<file path="src/rtl/serport_pkg.sv">
package serport_pkg;
  localparam int DEC_W = 6;

  localparam logic [DEC_W-1:0] OFS_LINE  = 6'h00;
  localparam logic [DEC_W-1:0] OFS_CTRL  = 6'h04;
  localparam logic [DEC_W-1:0] OFS_FIFO  = 6'h08;
  localparam logic [DEC_W-1:0] OFS_MODEM = 6'h0C;
  localparam logic [DEC_W-1:0] OFS_STAT  = 6'h10;
  localparam logic [DEC_W-1:0] OFS_ERR   = 6'h14;
  localparam logic [DEC_W-1:0] OFS_FSTAT = 6'h18;
  localparam logic [DEC_W-1:0] OFS_MSTAT = 6'h1C;
  localparam logic [DEC_W-1:0] OFS_TXH   = 6'h20;
  localparam logic [DEC_W-1:0] OFS_RXH   = 6'h24;
  localparam logic [DEC_W-1:0] OFS_BAUD  = 6'h28;

  // control register bit positions
  localparam int CB_LOOP  = 5;
  localparam int CB_RXLVL = 8;
  localparam int CB_TXLVL = 9;

  // index of each stored configuration register
  typedef enum logic [2:0] {
    CFG_LINE  = 3'd0,
    CFG_CTRL  = 3'd1,
    CFG_FIFO  = 3'd2,
    CFG_MODEM = 3'd3,
    CFG_BAUD  = 3'd4
  } cfg_idx_e;

  localparam int NUM_CFG = 5;

  typedef struct packed {
    logic loop_en;
    logic rx_lvl;
    logic tx_lvl;
  } mode_bits_t;
endpackage

</file>
<file path="src/rtl/serport_cfg_regs.sv">
module serport_cfg_regs
  import serport_pkg::*;
#(
  parameter int DATA_W = 32
) (
  input  logic                      clk,
  input  logic                      rst,
  input  logic [NUM_CFG-1:0]        wr_sel,
  input  logic [DATA_W-1:0]         wdata,
  output logic [NUM_CFG-1:0][DATA_W-1:0] cfg_q
);
  // bits kept on write, per register
  function automatic logic [DATA_W-1:0] keep_mask(int idx);
    logic [DATA_W-1:0] m;
    m = '1;
    if (idx == int'(CFG_FIFO)) begin
      m[1] = 1'b0;
      m[2] = 1'b0;
    end
    return m;
  endfunction

  for (genvar g = 0; g < NUM_CFG; g++) begin : g_reg
    localparam logic [DATA_W-1:0] KEEP = keep_mask(g);
    always_ff @(posedge clk) begin
      if (rst) begin
        cfg_q[g] <= '0;
      end else if (wr_sel[g]) begin
        cfg_q[g] <= wdata & KEEP;
      end
    end
  end
endmodule

</file>
<file path="src/rtl/serport_rx_slot.sv">
module serport_rx_slot #(
  parameter int BYTE_W = 8
) (
  input  logic              clk,
  input  logic              rst,
  input  logic              lb_load,
  input  logic [BYTE_W-1:0] lb_data,
  input  logic              ext_valid,
  input  logic [BYTE_W-1:0] ext_data,
  input  logic              take,
  output logic              ext_ready,
  output logic              load_evt,
  output logic              avail_q,
  output logic [BYTE_W-1:0] held_q
);
  logic accept;

  assign ext_ready = ~avail_q & ~lb_load;
  assign accept    = ext_valid & ext_ready;
  assign load_evt  = lb_load | accept;

  always_ff @(posedge clk) begin
    if (rst) begin
      avail_q <= 1'b0;
      held_q  <= '0;
    end else if (load_evt) begin
      avail_q <= 1'b1;
      held_q  <= lb_load ? lb_data : ext_data;
    end else if (take) begin
      avail_q <= 1'b0;
    end
  end
endmodule

</file>
<file path="src/rtl/serport_irq.sv">
module serport_irq
  import serport_pkg::*;
(
  input  logic       clk,
  input  logic       rst,
  input  mode_bits_t mode,
  input  logic       rx_load,
  input  logic       rx_take,
  input  logic       ctl_wr,
  input  logic       ctl_rx_lvl_new,
  input  logic       ctl_tx_lvl_new,
  input  logic       tx_wr,
  output logic       rx_pulse,
  output logic       rx_level,
  output logic       tx_pulse,
  output logic       tx_level
);
  always_ff @(posedge clk) begin
    if (rst) begin
      rx_pulse <= 1'b0;
      rx_level <= 1'b0;
      tx_pulse <= 1'b0;
      tx_level <= 1'b0;
    end else begin
      rx_pulse <= rx_load & ~mode.rx_lvl;
      tx_pulse <= tx_wr & ~mode.tx_lvl;

      if (ctl_wr && !ctl_rx_lvl_new) begin
        rx_level <= 1'b0;
      end else if (rx_load && mode.rx_lvl) begin
        rx_level <= 1'b1;
      end else if (rx_take && mode.rx_lvl) begin
        rx_level <= 1'b0;
      end

      if (ctl_wr) begin
        tx_level <= ctl_tx_lvl_new;
      end else if (tx_wr && mode.tx_lvl) begin
        tx_level <= 1'b1;
      end
    end
  end
endmodule

</file>
<file path="src/rtl/serport_ctrl_front.sv">
module serport_ctrl_front
  import serport_pkg::*;
#(
  parameter int ADDR_W = 6,
  parameter int DATA_W = 32,
  parameter int BYTE_W = 8
) (
  input  logic              clk,
  input  logic              rst,
  input  logic [ADDR_W-1:0] bus_addr,
  input  logic              bus_wr,
  input  logic [DATA_W-1:0] bus_wdata,
  input  logic              bus_rd,
  output logic [DATA_W-1:0] bus_rdata,
  output logic [BYTE_W-1:0] tx_byte,
  output logic              tx_valid,
  input  logic [BYTE_W-1:0] rx_in_data,
  input  logic              rx_in_valid,
  output logic              rx_in_ready,
  output logic              irq_rx_pulse,
  output logic              irq_rx_level,
  output logic              irq_tx_pulse,
  output logic              irq_tx_level
);
  localparam logic [DATA_W-1:0] FIFO_RD_KEEP  = ~(DATA_W'(1) << 3);
  localparam logic [DATA_W-1:0] MODEM_RD_KEEP = DATA_W'(32'h11);
  localparam logic [DATA_W-1:0] STAT_FIXED    = DATA_W'(32'h6);

  logic [DEC_W-1:0] dec_addr;
  logic [NUM_CFG-1:0] cfg_wr;
  logic [NUM_CFG-1:0][DATA_W-1:0] cfg_q;
  mode_bits_t mode;
  logic txh_wr, lb_load, rx_take, load_evt, avail_q;
  logic [BYTE_W-1:0] held_q;
  logic [DATA_W-1:0] rd_mux;

  assign dec_addr = bus_addr[DEC_W-1:0];

  assign cfg_wr[CFG_LINE]  = bus_wr && dec_addr == OFS_LINE;
  assign cfg_wr[CFG_CTRL]  = bus_wr && dec_addr == OFS_CTRL;
  assign cfg_wr[CFG_FIFO]  = bus_wr && dec_addr == OFS_FIFO;
  assign cfg_wr[CFG_MODEM] = bus_wr && dec_addr == OFS_MODEM;
  assign cfg_wr[CFG_BAUD]  = bus_wr && dec_addr == OFS_BAUD;

  assign mode.loop_en = cfg_q[CFG_CTRL][CB_LOOP];
  assign mode.rx_lvl  = cfg_q[CFG_CTRL][CB_RXLVL];
  assign mode.tx_lvl  = cfg_q[CFG_CTRL][CB_TXLVL];

  assign txh_wr  = bus_wr && dec_addr == OFS_TXH;
  assign lb_load = txh_wr && mode.loop_en;
  assign rx_take = bus_rd && dec_addr == OFS_RXH;

  serport_cfg_regs #(.DATA_W(DATA_W)) u_cfg (
    .clk   (clk),
    .rst   (rst),
    .wr_sel(cfg_wr),
    .wdata (bus_wdata),
    .cfg_q (cfg_q)
  );

  serport_rx_slot #(.BYTE_W(BYTE_W)) u_slot (
    .clk      (clk),
    .rst      (rst),
    .lb_load  (lb_load),
    .lb_data  (bus_wdata[BYTE_W-1:0]),
    .ext_valid(rx_in_valid),
    .ext_data (rx_in_data),
    .take     (rx_take),
    .ext_ready(rx_in_ready),
    .load_evt (load_evt),
    .avail_q  (avail_q),
    .held_q   (held_q)
  );

  serport_irq u_irq (
    .clk           (clk),
    .rst           (rst),
    .mode          (mode),
    .rx_load       (load_evt),
    .rx_take       (rx_take),
    .ctl_wr        (cfg_wr[CFG_CTRL]),
    .ctl_rx_lvl_new(bus_wdata[CB_RXLVL]),
    .ctl_tx_lvl_new(bus_wdata[CB_TXLVL]),
    .tx_wr         (txh_wr),
    .rx_pulse      (irq_rx_pulse),
    .rx_level      (irq_rx_level),
    .tx_pulse      (irq_tx_pulse),
    .tx_level      (irq_tx_level)
  );

  always_comb begin
    case (dec_addr)
      OFS_LINE:  rd_mux = cfg_q[CFG_LINE];
      OFS_CTRL:  rd_mux = cfg_q[CFG_CTRL];
      OFS_FIFO:  rd_mux = cfg_q[CFG_FIFO] & FIFO_RD_KEEP;
      OFS_MODEM: rd_mux = cfg_q[CFG_MODEM] & MODEM_RD_KEEP;
      OFS_STAT:  rd_mux = STAT_FIXED | DATA_W'(avail_q);
      OFS_FSTAT: rd_mux = DATA_W'(avail_q);
      OFS_RXH:   rd_mux = DATA_W'(held_q);
      OFS_BAUD:  rd_mux = cfg_q[CFG_BAUD];
      default:   rd_mux = '0;
    endcase
  end

  always_ff @(posedge clk) begin
    if (rst) begin
      bus_rdata <= '0;
      tx_byte   <= '0;
      tx_valid  <= 1'b0;
    end else begin
      if (bus_rd) begin
        bus_rdata <= rd_mux;
      end
      tx_valid <= txh_wr & ~mode.loop_en;
      if (txh_wr && !mode.loop_en) begin
        tx_byte <= bus_wdata[BYTE_W-1:0];
      end
    end
  end
endmodule

</file>
<file path="config.mk">
export PLATFORM = sky130hd
export DESIGN_NAME = serport_ctrl_front
export DESIGN_NICKNAME = d
export VERILOG_FILES = /design/src/rtl/serport_pkg.sv /design/src/rtl/serport_cfg_regs.sv /design/src/rtl/serport_rx_slot.sv /design/src/rtl/serport_irq.sv /design/src/rtl/serport_ctrl_front.sv
export SDC_FILE = /design/constraint.sdc
export NUM_CORES = 1
export LEC_CHECK = 0
export ABC_AREA = 1
export BUFFER_PORTS_ARGS = -buffer_cell sky130_fd_sc_hd__buf_2
export CORE_MARGIN = 2
export CORE_UTILIZATION = 45
export CTS_BUF_LIST = sky130_fd_sc_hd__clkbuf_4
export DETAILED_ROUTE_END_ITERATION = 12
export HOLD_SLACK_MARGIN = 0.05
export PLACE_DENSITY_LB_ADDON = 0.3
export REMOVE_ABC_BUFFERS = 1
export SETUP_SLACK_MARGIN = 0.15
export SYNTH_ARGS = -nofsm -noshare
export SYNTH_HDL_FRONTEND = slang
export SYNTH_SLANG_ARGS = --single-unit
</file>
<file path="constraint.sdc">
create_clock -name clk -period 1.55 [get_ports clk]
set_input_delay 0.2325 -clock clk [delete_from_list [all_inputs] [get_ports clk]]
set_output_delay 0.2325 -clock clk [all_outputs]
set_load 0.03 [all_outputs]
</file>
# Word level (Yosys, flattened, before mapping)
# Index checks and enable logic that the tools add are counted.
totals:
  regBits: 185
  latch_bits: 0
  mem_bits_rw: 0
  rom_bits: 0
  inputBits: 51
  out_inout_bits: 46
  elab_cells: 61
  memories: 0
classes:
  n_addsub: 0
  multipliers: 0
  div: 0
  order_cmp: 0
  n_eq_ne: 8
  shifts: 0
  mux: 8
  n_bitwise: 11
  n_reduce_logical: 20
ops:
  columns: ["cell", "n"]
  rows:
  - ["32-bit case mux with 8 select lines", 1]
  - ["6-bit equality test (second input constant)", 3]
  - ["1-bit logical AND", 13]
  - ["6-bit by 4-bit equality test with 1-bit output (second input constant)", 2]
  - ["6-bit by 5-bit equality test with 1-bit output (second input constant)", 2]
  - ["8-bit 2-to-1 mux", 1]
  - ["6-bit by 3-bit equality test with 1-bit output (second input constant)", 1]
  - ["6-bit logical NOT", 1]
  - ["1-bit 2-to-1 mux", 6]
  - ["2-bit nonzero test", 3]
  - ["1-bit AND", 5]
  - ["1-bit inverter", 5]
  - ["1-bit logical NOT", 2]
  - ["2-bit OR reduction", 1]
  - ["1-bit bitwise OR", 1]

# Longest topological paths before layout
logic_depth:
  depth_word: 9
  depth_mapped: 10
  depth_no_buf: 10

# Cells and area by module
# Synthesis repeated with hierarchy kept, for this count alone.
hier_totals:
  cells_unflattened: 1413
  hier_area_um2: 9243.9
modules_own_cells:
  columns: ["module", "instances", "cells_each", "area_each_um2", "seq_area_each_um2"]
  rows:
  - ["serport_cfg_regs", 1, 878, 5973.2, 3163.0]
  - ["serport_ctrl_front", 1, 427, 2593.7, 820.8]
  - ["serport_rx_slot", 1, 85, 513.0, 180.2]
  - ["serport_irq", 1, 23, 163.9, 80.1]

# Least setup slack after synthesis
# OpenSTA, ideal clock, no wires.
synth_timing:
  kind: "in2out"
  start: "in bus_addr[1]"
  end: "out rx_in_ready"
  arrival_time_ns: 1.184
  required_time_ns: 1.317
  path_slack_ns: 0.133
  cell_stages: 6
  n_path_buf: 2
  path_cell_list: "nor2_2 > buf_4 > nand4_4 > nor2_4 > buf_4 > nor2_1"
synth_via:
  elab_chain_len: 5
synth_rtl:
  columns: ["item", "line", "text"]
  rows:
  - ["start, declared", "serport_ctrl_front.sv:10", "input logic [ADDR_W-1:0] bus_addr,"]
  - ["6-bit equality test", "serport_ctrl_front.sv:49", "assign txh_wr = bus_wr && dec_addr == OFS_TXH;"]
  - ["1-bit logical AND", "serport_ctrl_front.sv:49", null]
  - ["1-bit logical AND", "serport_ctrl_front.sv:50", "assign lb_load = txh_wr && mode.loop_en;"]
  - ["1-bit inverter", "serport_rx_slot.sv:18", "assign ext_ready = ~avail_q & ~lb_load;"]
  - ["1-bit AND", "serport_rx_slot.sv:18", null]
  - ["end, declared", "serport_ctrl_front.sv:19", "output logic rx_in_ready,"]
# Every way passes these cells.

# Worst setup path after layout
layout_timing:
  start: "reg u_slot.avail_q"
  end: "out rx_in_ready"
layout_via:
  elab_chain_len: 2
layout_rtl:
  columns: ["item", "line", "text"]
  rows:
  - ["start, declared", "serport_rx_slot.sv:13", "output logic avail_q,"]
  - ["start signal, assigned", "serport_rx_slot.sv:24", "avail_q <= 1'b0;"]
  - ["start signal, assigned", "serport_rx_slot.sv:27", "avail_q <= 1'b1;"]
  - ["start signal, assigned", "serport_rx_slot.sv:30", "avail_q <= 1'b0;"]
  - ["1-bit inverter", "serport_rx_slot.sv:18", null]
  - ["1-bit AND", "serport_rx_slot.sv:18", null]
# Every way passes these cells.

==> impl_metrics.yaml <==
hold_path:
  hold_depth: 4
  worstHoldStart: "rst"
  min-delay-path-class: "input pin to flip-flop"
  worst_hold_path.endpoint: "u_cfg.cfg_q[18]"
synth:
  synth_cell_type_count: 23
  synth.cell_area_um2: 7335
  synthMostInstantiatedCell: "sky130_fd_sc_hd__nand2_1"
  ys.flop_type: "sky130_fd_sc_hd__dfxtp_1"
  synth-edff-count: 0
  synth.top_cells.by_area: "sky130_fd_sc_hd__dfxtp_1 (49%), sky130_fd_sc_hd__nand2_1 (11%), sky130_fd_sc_hd__nor2_1 (11%), sky130_fd_sc_hd__o21ai_0 (9.5%), sky130_fd_sc_hd__a21oi_1 (5.7%)"
  synth_async_sr_flop_share_pct: 0
  synth_top_cells_by_count: "sky130_fd_sc_hd__nand2_1 (221), sky130_fd_sc_hd__nor2_1 (206), sky130_fd_sc_hd__dfxtp_1 (181)"
  syn_inst: 1013
  ys_ff_latch: 181
  share_of_the_synthesized_area_in_the_top_cell_type_pct: 49.40
  netlist.top_cell.by_area: "sky130_fd_sc_hd__dfxtp_1"
  syn-mean-instance-area_um2: 7.240
  sequential_to_total_area_share_from_yosys_stat_pct: 49.40
  synth.yosys.warnings: 0
detailed_routing:
  dr.pass1.iters: 5
  routed_via_density: 4.993
  detail_route.drc_violations: 0
  wl_per_cell_um: 14.01
  wl_um: 19530
  ant_nets: 0
  vias: 6960
  drt_iter0_markers: 390
grt:
  global_route.usage.total_pct: 22.69
  global_route.overflow_total: 0
  first_global_vias: 6457
  global_route_wire_length_before_repair_um: 31920
  grt_max_degree: 37
  initial_antenna_violation_count: 0
power_and_ir_drop:
  worst_ir_drop_on_vdd_mv: 0.4478
  power.density_nw_per_um2: 858.1
  leakage_nw: 3.762
clock_network:
  cts_root_buf: "sky130_fd_sc_hd__clkbuf_4"
  cts.path.max_buffers: 2
  cts_made_buffers: 17
  tritoncts: "done"
  clock_latency_of_the_later_clocked_register_in_the_worst_skew_pair_ps: 580
  numClockSinks: 181
  clk_transition_reported_paths_ps: 150
  ctsHtreeMaxLevel: 4
sta:
  rsz0062_at_grt: "true"
  tightest_slew_ps: 426.7
  maxClockFrequency_ghz: 0.6351
  timing.final.setup_violations: 1
  finalCritPeriodShare_pct: 101.6
  fin_ws_ps: -24.44
  slew_violations: 0
  report.final.hold_viol_count: 0
  fin_crit_ps: 1574
  maxSlewHeadroom_pct: 71.56
  finalClockSkew_ps: 14.75
setup_path:
  critPathMaxStageDelay_ps: 350
  reg2reg_slack_ps: 280
  reg2regPathDepth: 7
  slowest_stage_cell_crit_path: "sky130_fd_sc_hd__dfxtp_2"
  path_delay_family: "flip-flops"
  worstSetupPathType: "flip-flop to output pin"
  critPathCaptureType: "output pin"
  launch_instance_of_the_worst_register_to_register_path: "u_slot.avail_q"
  worstSetupStartpointType: "flip-flop"
  critPathRequiredTime_ps: 1320
  cp_num_buf_inv: 2
  cp_data_arrival_time_ps: 1340
  crit_chain: "buf_6, nor2_2, buf_6"
  crit_path_max_fanout: 3
  worst_path_most_repeated_cell: "sky130_fd_sc_hd__buf_6"
  timing.rr.end: "u_slot.held_q[0]"
layout:
  final-instance-count-excl-fill: 1394
  layout.filler_cells: 1521
  utilization_after_layout_pct: 58.53
  finish.net_count: 1216
  post_route_cells_drive_above_1_share_pct: 21.73
  final_instance_area_um2: 9298
  multi_input_comb_area_um2: 3271
  layout.area.seq_um2: 3675
  syn_to_final_growth_pct: 26.77
  antennaDiodeCount: 0
die:
  placeableCoreArea_um2: 15890
  initial_utilization_pct: 46.17
  floorplan.die_area_um2: 17340
  std_cell_rows: 46
  top_level_ports: 97
  die_width_um: 131.7
  chipHeight_um: 131.7
flow_run:
  cap_viol_max_count: 0
placement:
  place.gp.congestion: 0.8316
  dp_hpwl_um: 12900
  dpl-instance-area_um2: 8393
  port_buffers: 96
  numPlacedInstances: 1316
outcome:
  failed_checks: "negative setup slack"
  run_status: "complete, but fails checks"
-- per-layer routing --
layer | vias up | routed length (µm) | GRT usage [%] | share of wire (%)
met5 | - | 0 | 0 | 0
met4 | 0 | 258 | 7.005 | 1.3
met3 | 17 | 879 | 3.935 | 4.5
met2 | 159 | 9262 | 36.88 | 47
met1 | 3176 | 9126 | 30.80 | 47
li1 | 3608 | - | - | -
-- what timing repair did --
action | 4_1_cts | 5_1_grt
pin swaps | 2 | 3
resized for setup | 17 | 78
setup endpoints to repair | 16 | 48
hold buffers | 42 | 0
hold endpoints to repair | 149 | 0
setup buffers | 3 | 1
-- cell families after synthesis --
group                  after synthesis  share of synthesized area (%)
AND/OR/NAND/NOR                    494                          28.08
AO/OA/AOI/OAI                      238                          16.34
flip-flops                         181                          49.40
buffers and inverters              100                          6.175
-- worst min-delay path, stage by stage --
cell and delay, ps:
sky130_fd_sc_hd__buf_2 100, sky130_fd_sc_hd__inv_2 140, sky130_fd_sc_hd__o21ai_0 110, sky130_fd_sc_hd__nor2_1 40
-- cell type report --
class                      instances  area share [%]
sequential                       181           39.52
multi-input combinational        732           35.18
timing repair buffer             196           17.86
tap                              216           2.907
clock inverter                    15           1.628
inverter                          37           1.534
clock buffer                      17           1.373
-- layout by cell type (no fill, tap or decap), drive strengths merged --
cell	synthesis	final
nand2	225	225
nor2	217	217
dfxtp	181	181
o21ai	153	153
buf	27	128
a21oi	85	85
clkbuf	36	43
dlygate4sd3	0	42
inv	36	41
nand4	31	31
nand3	17	17
clkinv	1	6
nor3	4	4
clkinvlp	0	3
bufinv	0	2
-- how the worst max path moves through the flow --
stage,startpoint,cells past startpoint,to
after floorplan,bus_addr[1],7,u_cfg.cfg_q[3]
after global placement,bus_addr[1],9,bus_rdata[11]
after detailed placement,rx_in_valid,8,u_slot.held_q[0]
after CTS,u_cfg.cfg_q[37],4,rx_in_ready
after global routing,u_slot.avail_q,3,rx_in_ready
final,u_slot.avail_q,3,rx_in_ready
-- state kept, by name, indices dropped and copies added, names as in the netlist, 8 cells and up --
name and count:
bus_rdata 32, u_slot.held_q 8, tx_byte 8, u_cfg.cfg_q 127
-- stage by stage --
step | hold WS, ps | setup WS, ps | power, mW | setup TNS, ps
after floorplan | 301.6 | -1588 | 5.064 | -123040
after global placement | 435.0 | -41.53 | 5.348 | -495.1
after detailed placement | 445.4 | -110.5 | 5.352 | -1412
after CTS | 65.33 | -21.52 | 8.044 | -21.52
after global routing | 88.23 | -67.34 | 8.301 | -67.34
final | 93.78 | -24.44 | 7.979 | -24.44
-- power by group --
part           switching [mW]  total (mW)  internal, mW
clock network            1.67        2.63         0.966
registers              0.0229        4.72          4.70
logic                   0.363       0.629         0.266
total                    2.05        7.98          5.93
Power figures use the tool's default switching activity.
